**config.mk**
```make
export PLATFORM = sky130hd
export DESIGN_NAME = frac_rate_calc
export DESIGN_NICKNAME = d
export VERILOG_FILES = /design/src/rtl/frc_pkg.sv /design/src/rtl/frc_operand.sv /design/src/rtl/frc_divider.sv /design/src/rtl/frc_ctrl.sv /design/src/rtl/frac_rate_calc.sv
export SDC_FILE = /design/constraint.sdc
export NUM_CORES = 2
export LEC_CHECK = 0
export ABC_AREA = 1
export BUFFER_PORTS_ARGS = -buffer_cell sky130_fd_sc_hd__buf_2
export CORE_ASPECT_RATIO = 0.9
export CORE_MARGIN = 2
export CORE_UTILIZATION = 60
export CTS_CLUSTER_DIAMETER = 40
export CTS_CLUSTER_SIZE = 12
export DETAILED_ROUTE_END_ITERATION = 7
export MAX_ROUTING_LAYER = met4
export PLACE_DENSITY = 0.77
export SYNTH_ARGS = -nofsm -noshare
export SYNTH_HDL_FRONTEND = slang
export SYNTH_HIERARCHICAL = 1
export SYNTH_SLANG_ARGS = --single-unit
```
**constraint.sdc**
```tcl
create_clock -name clk -period 2.3 [get_ports clk]
set_input_delay 0.345 -clock clk [delete_from_list [all_inputs] [get_ports clk]]
set_output_delay 0.345 -clock clk [all_outputs]
set_load 0.01 [all_outputs]
```
**src/rtl/frc_pkg.sv**
```systemverilog
package frc_pkg;

    typedef enum logic [1:0] {
        ST_IDLE = 2'd0,
        ST_CALC = 2'd1,
        ST_DONE = 2'd2
    } frc_state_t;

endpackage

```
**src/rtl/frc_operand.sv**
```systemverilog
module frc_operand #(
    parameter int MUL_W  = 10,
    parameter int PRE_W  = 6,
    parameter int SH_W   = 3,
    parameter int FRAC_W = 16,
    parameter int REF_W  = 32,
    parameter int NUM_W  = 64,
    parameter int DIV_W  = PRE_W + FRAC_W + (1 << SH_W) - 1
) (
    input  logic              frac_en_i,
    input  logic [MUL_W-1:0]  mult_i,
    input  logic [PRE_W-1:0]  prediv_i,
    input  logic [SH_W-1:0]   post_sh_i,
    input  logic [FRAC_W-1:0] frac_k_i,
    input  logic [REF_W-1:0]  ref_hz_i,
    output logic [NUM_W-1:0]  num_o,
    output logic [DIV_W-1:0]  den_o,
    output logic              fault_o
);

    localparam int SCL_W = MUL_W + FRAC_W + 1;

    logic signed [SCL_W-1:0] base_s;
    logic signed [SCL_W-1:0] kext_s;
    logic signed [SCL_W-1:0] sum_s;
    logic [SCL_W-2:0]        mag;
    logic [NUM_W-1:0]        mag_w;
    logic [NUM_W-1:0]        ref_w;
    logic [DIV_W-1:0]        den_base;

    always_comb begin
        base_s   = $signed({1'b0, mult_i, {FRAC_W{1'b0}}});
        kext_s   = $signed({{(SCL_W-FRAC_W){frac_k_i[FRAC_W-1]}}, frac_k_i});
        sum_s    = frac_en_i ? (base_s + kext_s) : base_s;
        mag      = sum_s[SCL_W-2:0];
        mag_w    = {{(NUM_W-SCL_W+1){1'b0}}, mag};
        ref_w    = {{(NUM_W-REF_W){1'b0}}, ref_hz_i};
        num_o    = mag_w * ref_w;
        den_base = {{(DIV_W-PRE_W-FRAC_W){1'b0}}, prediv_i, {FRAC_W{1'b0}}};
        den_o    = den_base << post_sh_i;
        fault_o  = (prediv_i == '0) || sum_s[SCL_W-1];
    end

endmodule

```
**src/rtl/frc_divider.sv**
```systemverilog
module frc_divider #(
    parameter int NUM_W = 64,
    parameter int DIV_W = 29
) (
    input  logic             clk,
    input  logic             rst_n,
    input  logic             load_i,
    input  logic             step_i,
    input  logic [NUM_W-1:0] num_i,
    input  logic [DIV_W-1:0] den_i,
    output logic [NUM_W-1:0] quo_nxt_o
);

    logic [DIV_W-1:0] rem_q;
    logic [NUM_W-1:0] quo_q;
    logic [DIV_W-1:0] den_q;
    logic [DIV_W:0]   trial;
    logic [DIV_W:0]   diff;
    logic             take;
    logic [DIV_W-1:0] rem_nxt;

    always_comb begin
        trial     = {rem_q, quo_q[NUM_W-1]};
        diff      = trial - {1'b0, den_q};
        take      = (trial >= {1'b0, den_q});
        rem_nxt   = take ? diff[DIV_W-1:0] : trial[DIV_W-1:0];
        quo_nxt_o = {quo_q[NUM_W-2:0], take};
    end

    always_ff @(posedge clk or negedge rst_n) begin
        if (!rst_n) begin
            rem_q <= '0;
            quo_q <= '0;
            den_q <= '0;
        end else if (load_i) begin
            rem_q <= '0;
            quo_q <= num_i;
            den_q <= den_i;
        end else if (step_i) begin
            rem_q <= rem_nxt;
            quo_q <= quo_nxt_o;
        end
    end


    rem_bound_chk: assert property (@(posedge clk) disable iff (!rst_n)
        step_i |-> (rem_q < den_q));

endmodule

```
**src/rtl/frc_ctrl.sv**
```systemverilog
module frc_ctrl
    import frc_pkg::*;
#(
    parameter int STEPS = 64,
    parameter int CNT_W = $clog2(STEPS)
) (
    input  logic clk,
    input  logic rst_n,
    input  logic start_i,
    input  logic fault_i,
    output logic idle_o,
    output logic load_o,
    output logic step_o,
    output logic commit_o,
    output logic reject_o,
    output logic done_o
);

    localparam logic [CNT_W-1:0] LAST = CNT_W'(STEPS - 1);

    frc_state_t       state_q, state_d;
    logic [CNT_W-1:0] cnt_q;

    always_ff @(posedge clk or negedge rst_n) begin
        if (!rst_n) state_q <= ST_IDLE;
        else        state_q <= state_d;
    end

    always_ff @(posedge clk or negedge rst_n) begin
        if (!rst_n)               cnt_q <= '0;
        else if (load_o)          cnt_q <= '0;
        else if (step_o)          cnt_q <= cnt_q + CNT_W'(1);
    end

    always_comb begin
        state_d = state_q;
        unique case (state_q)
            ST_IDLE: if (start_i) state_d = fault_i ? ST_DONE : ST_CALC;
            ST_CALC: if (cnt_q == LAST) state_d = ST_DONE;
            ST_DONE: state_d = ST_IDLE;
            default: state_d = ST_IDLE;
        endcase
    end

    always_comb begin
        idle_o   = (state_q == ST_IDLE);
        load_o   = idle_o && start_i && !fault_i;
        reject_o = idle_o && start_i && fault_i;
        step_o   = (state_q == ST_CALC);
        commit_o = step_o && (cnt_q == LAST);
        done_o   = (state_q == ST_DONE);
    end


    done_single_chk: assert property (@(posedge clk) disable iff (!rst_n)
        (state_q == ST_DONE) |=> (state_q == ST_IDLE));


    calc_hold_chk: assert property (@(posedge clk) disable iff (!rst_n)
        (state_q == ST_CALC && cnt_q != LAST) |=>
            (state_q == ST_CALC && cnt_q == $past(cnt_q) + CNT_W'(1)));

endmodule

```
**src/rtl/frac_rate_calc.sv**
```systemverilog
module frac_rate_calc #(
    parameter int MUL_W  = 10,
    parameter int PRE_W  = 6,
    parameter int SH_W   = 3,
    parameter int FRAC_W = 16,
    parameter int REF_W  = 32,
    parameter int NUM_W  = 64
) (
    input  logic              clk,
    input  logic              rst_n,
    input  logic              start_i,
    input  logic              frac_en_i,
    input  logic [MUL_W-1:0]  mult_i,
    input  logic [PRE_W-1:0]  prediv_i,
    input  logic [SH_W-1:0]   post_sh_i,
    input  logic [FRAC_W-1:0] frac_k_i,
    input  logic [REF_W-1:0]  ref_hz_i,
    output logic [NUM_W-1:0]  rate_o,
    output logic              done_o,
    output logic              err_o
);

    localparam int DIV_W = PRE_W + FRAC_W + (1 << SH_W) - 1;

    logic [NUM_W-1:0] num_w;
    logic [DIV_W-1:0] den_w;
    logic [NUM_W-1:0] quo_nxt;
    logic fault_w, idle_w, load_w, step_w, commit_w, reject_w;

    frc_operand #(
        .MUL_W(MUL_W), .PRE_W(PRE_W), .SH_W(SH_W),
        .FRAC_W(FRAC_W), .REF_W(REF_W), .NUM_W(NUM_W), .DIV_W(DIV_W)
    ) u_opnd (
        .frac_en_i(frac_en_i), .mult_i(mult_i), .prediv_i(prediv_i),
        .post_sh_i(post_sh_i), .frac_k_i(frac_k_i), .ref_hz_i(ref_hz_i),
        .num_o(num_w), .den_o(den_w), .fault_o(fault_w)
    );

    frc_ctrl #(.STEPS(NUM_W)) u_ctrl (
        .clk(clk), .rst_n(rst_n), .start_i(start_i), .fault_i(fault_w),
        .idle_o(idle_w), .load_o(load_w), .step_o(step_w),
        .commit_o(commit_w), .reject_o(reject_w), .done_o(done_o)
    );

    frc_divider #(.NUM_W(NUM_W), .DIV_W(DIV_W)) u_div (
        .clk(clk), .rst_n(rst_n), .load_i(load_w), .step_i(step_w),
        .num_i(num_w), .den_i(den_w), .quo_nxt_o(quo_nxt)
    );

    always_ff @(posedge clk or negedge rst_n) begin
        if (!rst_n) begin
            rate_o <= '0;
            err_o  <= 1'b0;
        end else if (reject_w) begin
            rate_o <= '0;
            err_o  <= 1'b1;
        end else if (commit_w) begin
            rate_o <= quo_nxt;
            err_o  <= 1'b0;
        end
    end


    zero_pre_chk: assert property (@(posedge clk) disable iff (!rst_n)
        (idle_w && start_i && prediv_i == '0) |=> (done_o && err_o && rate_o == '0));


    rate_hold_chk: assert property (@(posedge clk) disable iff (!rst_n)
        !done_o |-> ($stable(rate_o) && $stable(err_o)));


    done_pulse_chk: assert property (@(posedge clk) disable iff (!rst_n)
        done_o |=> !done_o);

endmodule

```
==> impl_metrics.tcl <==
set metrics [dict create \
    ys_ff_latch 195 \
    ant_nets 0 \
    tritoncts "built" \
    worst-setup-path-type "in2reg" \
    rows 89 \
    final.setup_skew_ns 0.01873 \
    fill_cells 4470 \
    grt.total_usage_pct 39.70 \
    netlist-cell-type-count 50 \
    violations "DRC, setup timing" \
    finalSetupViolations 183 \
    routed_via_density 5.591 \
    die_area_sq_um 68670 \
    grt_max_degree 67 \
    clk_pin_slew_ns 0.09 \
    multi_input_area_sq_um 32390 \
    slowest_stage "fa_2" \
    hp-start "prediv_i[5]" \
    gp_congestion 1.007 \
    drive_gt1_share_pct 26.79 \
    die_h_um 248.8 \
    hold_path.class "in2reg" \
    register_area_sq_um 4880 \
    seq_area_frac_synth_pct 12.21 \
    timing.final.crit_period_ns 6.892 \
    clockBufferDepth 2 \
    slew_headroom_pct 50.62 \
    yosys.area.top_type "fa_1" \
    use_met3_pct 8.010 \
    synth_edf_count 0 \
    tns_ns -235.97 \
    start_util_pct 60.81 \
    drc 22 \
    htree_num_levels 4 \
    antenna_found_initial 5 \
    synth_top_area_share_pct 36.08 \
    critPathLaunch "frac_k_i[15]" \
    layout_setup_ws_ns -4.592 \
    vias 37450 \
    totalWireLength_mm 138.2 \
    grt_pass1_vias 37470 \
    synth_warnings 6 \
    crit_path_end "u_div/quo_q[28]" \
    cts.sinks 195 \
    port_buffers 136 \
    met2_usage_pct 61.08 \
    ios 137 \
    reg2reg_from "u_div/rem_q[16]" \
    first_pass_iters 8 \
    nets 6842 \
    clk_latency_ns 0.47 \
    syn-mean-instance-area_sq_um 7.502 \
    tightest_slew_ns 0.7399 \
    cpPeakStageDelay_ns 0.56 \
    crit_fanout 5 \
    outcome "finished with violations" \
    cts_buffers 17 \
    required_ns 2.66 \
    async_reset_ff_share_pct 100.0 \
    grt-ovfl-total 0 \
    met1_usage_pct 51.23 \
    root_buffer "clkbuf_16" \
    synth.most_common_cell "nand2_1" \
    r2r-end "u_div/rem_q[13]" \
    finalCritPeriodShare_pct 299.7 \
    hold_viol 0 \
    path_common_cell "fa_1" \
    rr_worst_depth 14 \
    worst_setup_path_start_kind "input port" \
    synthTopCellsByCount "nand2_1 (1492), inv_1 (1243), fa_1 (720)" \
    crit_arrival_ns 7.25 \
    grt_busiest_layer "met2" \
    hpwlAfterDp_mm 106.2 \
    drt_iter0_drc 3764 \
    grt_pass1_wl_mm 205.1 \
    max_cap_viol_count 0 \
    die_w_um 276.0 \
    whs_ns 0.2766 \
    synth_cells 5326 \
    rsz0062_at_grt "yes" \
    finalMaxSlewViolations 0 \
    endpoint_kind "flop" \
    post_drt_wl_per_cell_um 20.64 \
    synth_ff_type "dfrtp_1" \
    syn-cell-area_sq_um 39950 \
    area_growth_pct 26.96 \
    ff2ff_setup_slack_ns -0.03 \
    coreArea_sq_um 65700 \
    fmax_mhz 145.1 \
    ys_top_cells_by_area "fa_1 (36%), nand2_1 (14%), dfrtp_1 (12%), inv_1 (12%), ha_1 (7.4%)" \
]
routing by layer:
| layer | wire [um] | part of all wire, % | up-vias |
|---|---|---|---|
| met5 | 0 | 0 | - |
| met4 | 8440 | 6.1 | 0 |
| met3 | 15930 | 12 | 518 |
| met2 | 62530 | 45 | 2219 |
| met1 | 51340 | 37 | 18290 |
| li1 | - | - | 16410 |
stage by stage:
stage               worst slack, ns  std cells  util, %  instance area [sq um]
floorplan                    -4.262       5347        -                  41480
global placement             -5.050       6546    69.89                  45920
detailed placement           -5.154       6546    69.89                  45920
CTS                          -4.379       6613    73.18                  48080
global route                 -4.785       6695    77.20                  50720
finish                       -4.592       6697    77.21                  50720
worst min path at each step:
stage / to / cells past startpoint
after global routing: u_div/den_q[28] / 5
after detailed placement: u_div/den_q[4] / 1
after global placement: u_div/den_q[4] / 1
final: u_div/den_q[28] / 5
after floorplan: err_o / 0
after CTS: u_div/den_q[28] / 5
flip-flops by register name, summed over array words and instances, names as in the netlist:
register,count
u_ctrl/state_q,2
u_div/den_q,29
u_ctrl/cnt_q,6
err_o,1
u_div/rem_q,29
rate_o,64
u_div/quo_q,64
critical path, delay by kind of cell:
family | cells | cell delay, ns
adders and majority gates | 9 | 4.16
and+or+nand+nor | 12 | 1.35
buffers and inverters | 8 | 0.91
AOI/OAI and AO/OA | 2 | 0.26
xor gates and xnor gates | 1 | 0.21
cell families after synthesis:
logic type | after synthesis | synth area share (%)
flip-flops | 195 | 12.21
other | 1 | 0.009386
buffers and inverters | 1562 | 16.07
XOR/XNOR | 48 | 1.052
AO/OA/AOI/OAI | 204 | 3.266
adder cells (fa/ha/maj) | 957 | 43.50
AND/OR/NAND/NOR | 2357 | 23.84
multiplexers | 2 | 0.05324
placed cells by master (no fill, tap or decap), types with 14 or more instances in the layout:
master,instances
nand3_1,246
buf_6,54
a21oi_1,36
o221ai_1,27
inv_1,1113
buf_2,132
inv_2,113
nand2_8,14
nand2_1,1273
nand3_2,20
clkbuf_16,24
o221ai_2,25
nand2_4,60
conb_1,22
fa_1,677
ha_1,157
nor2_4,74
dfrtp_1,195
o21ai_0,40
xor2_1,25
nor2_1,359
nand4_1,23
fa_2,43
ha_4,71
nand2_2,162
buf_4,445
nor2_2,69
nand3_4,15
buf_12,88
a21oi_2,16
layout make-up:
class	instances	share of cell area, %
inverters	1262	9.516
clock buffers	17	0.8387
clock inverters	15	0.4193
repair buffers	744	13.59
well taps	864	2.131
diodes	6	0.02960
flip-flops and latches	195	9.620
multi-input cells	3594	63.85
timing repair:
action | in CTS | in global routing
hold buffers | 1 | 0
endpoints found under the hold margin | 54 | 0
cloned | 8 | 12
setup buffers | 26 | 69
setup endpoints to repair | 195 | 192
gates resized for setup | 288 | 517
pin swaps | 82 | 225
Power is left out: the tool's default activity adds up to more than one toggle a clock period on the data nets, which glitch-free logic cannot reach.
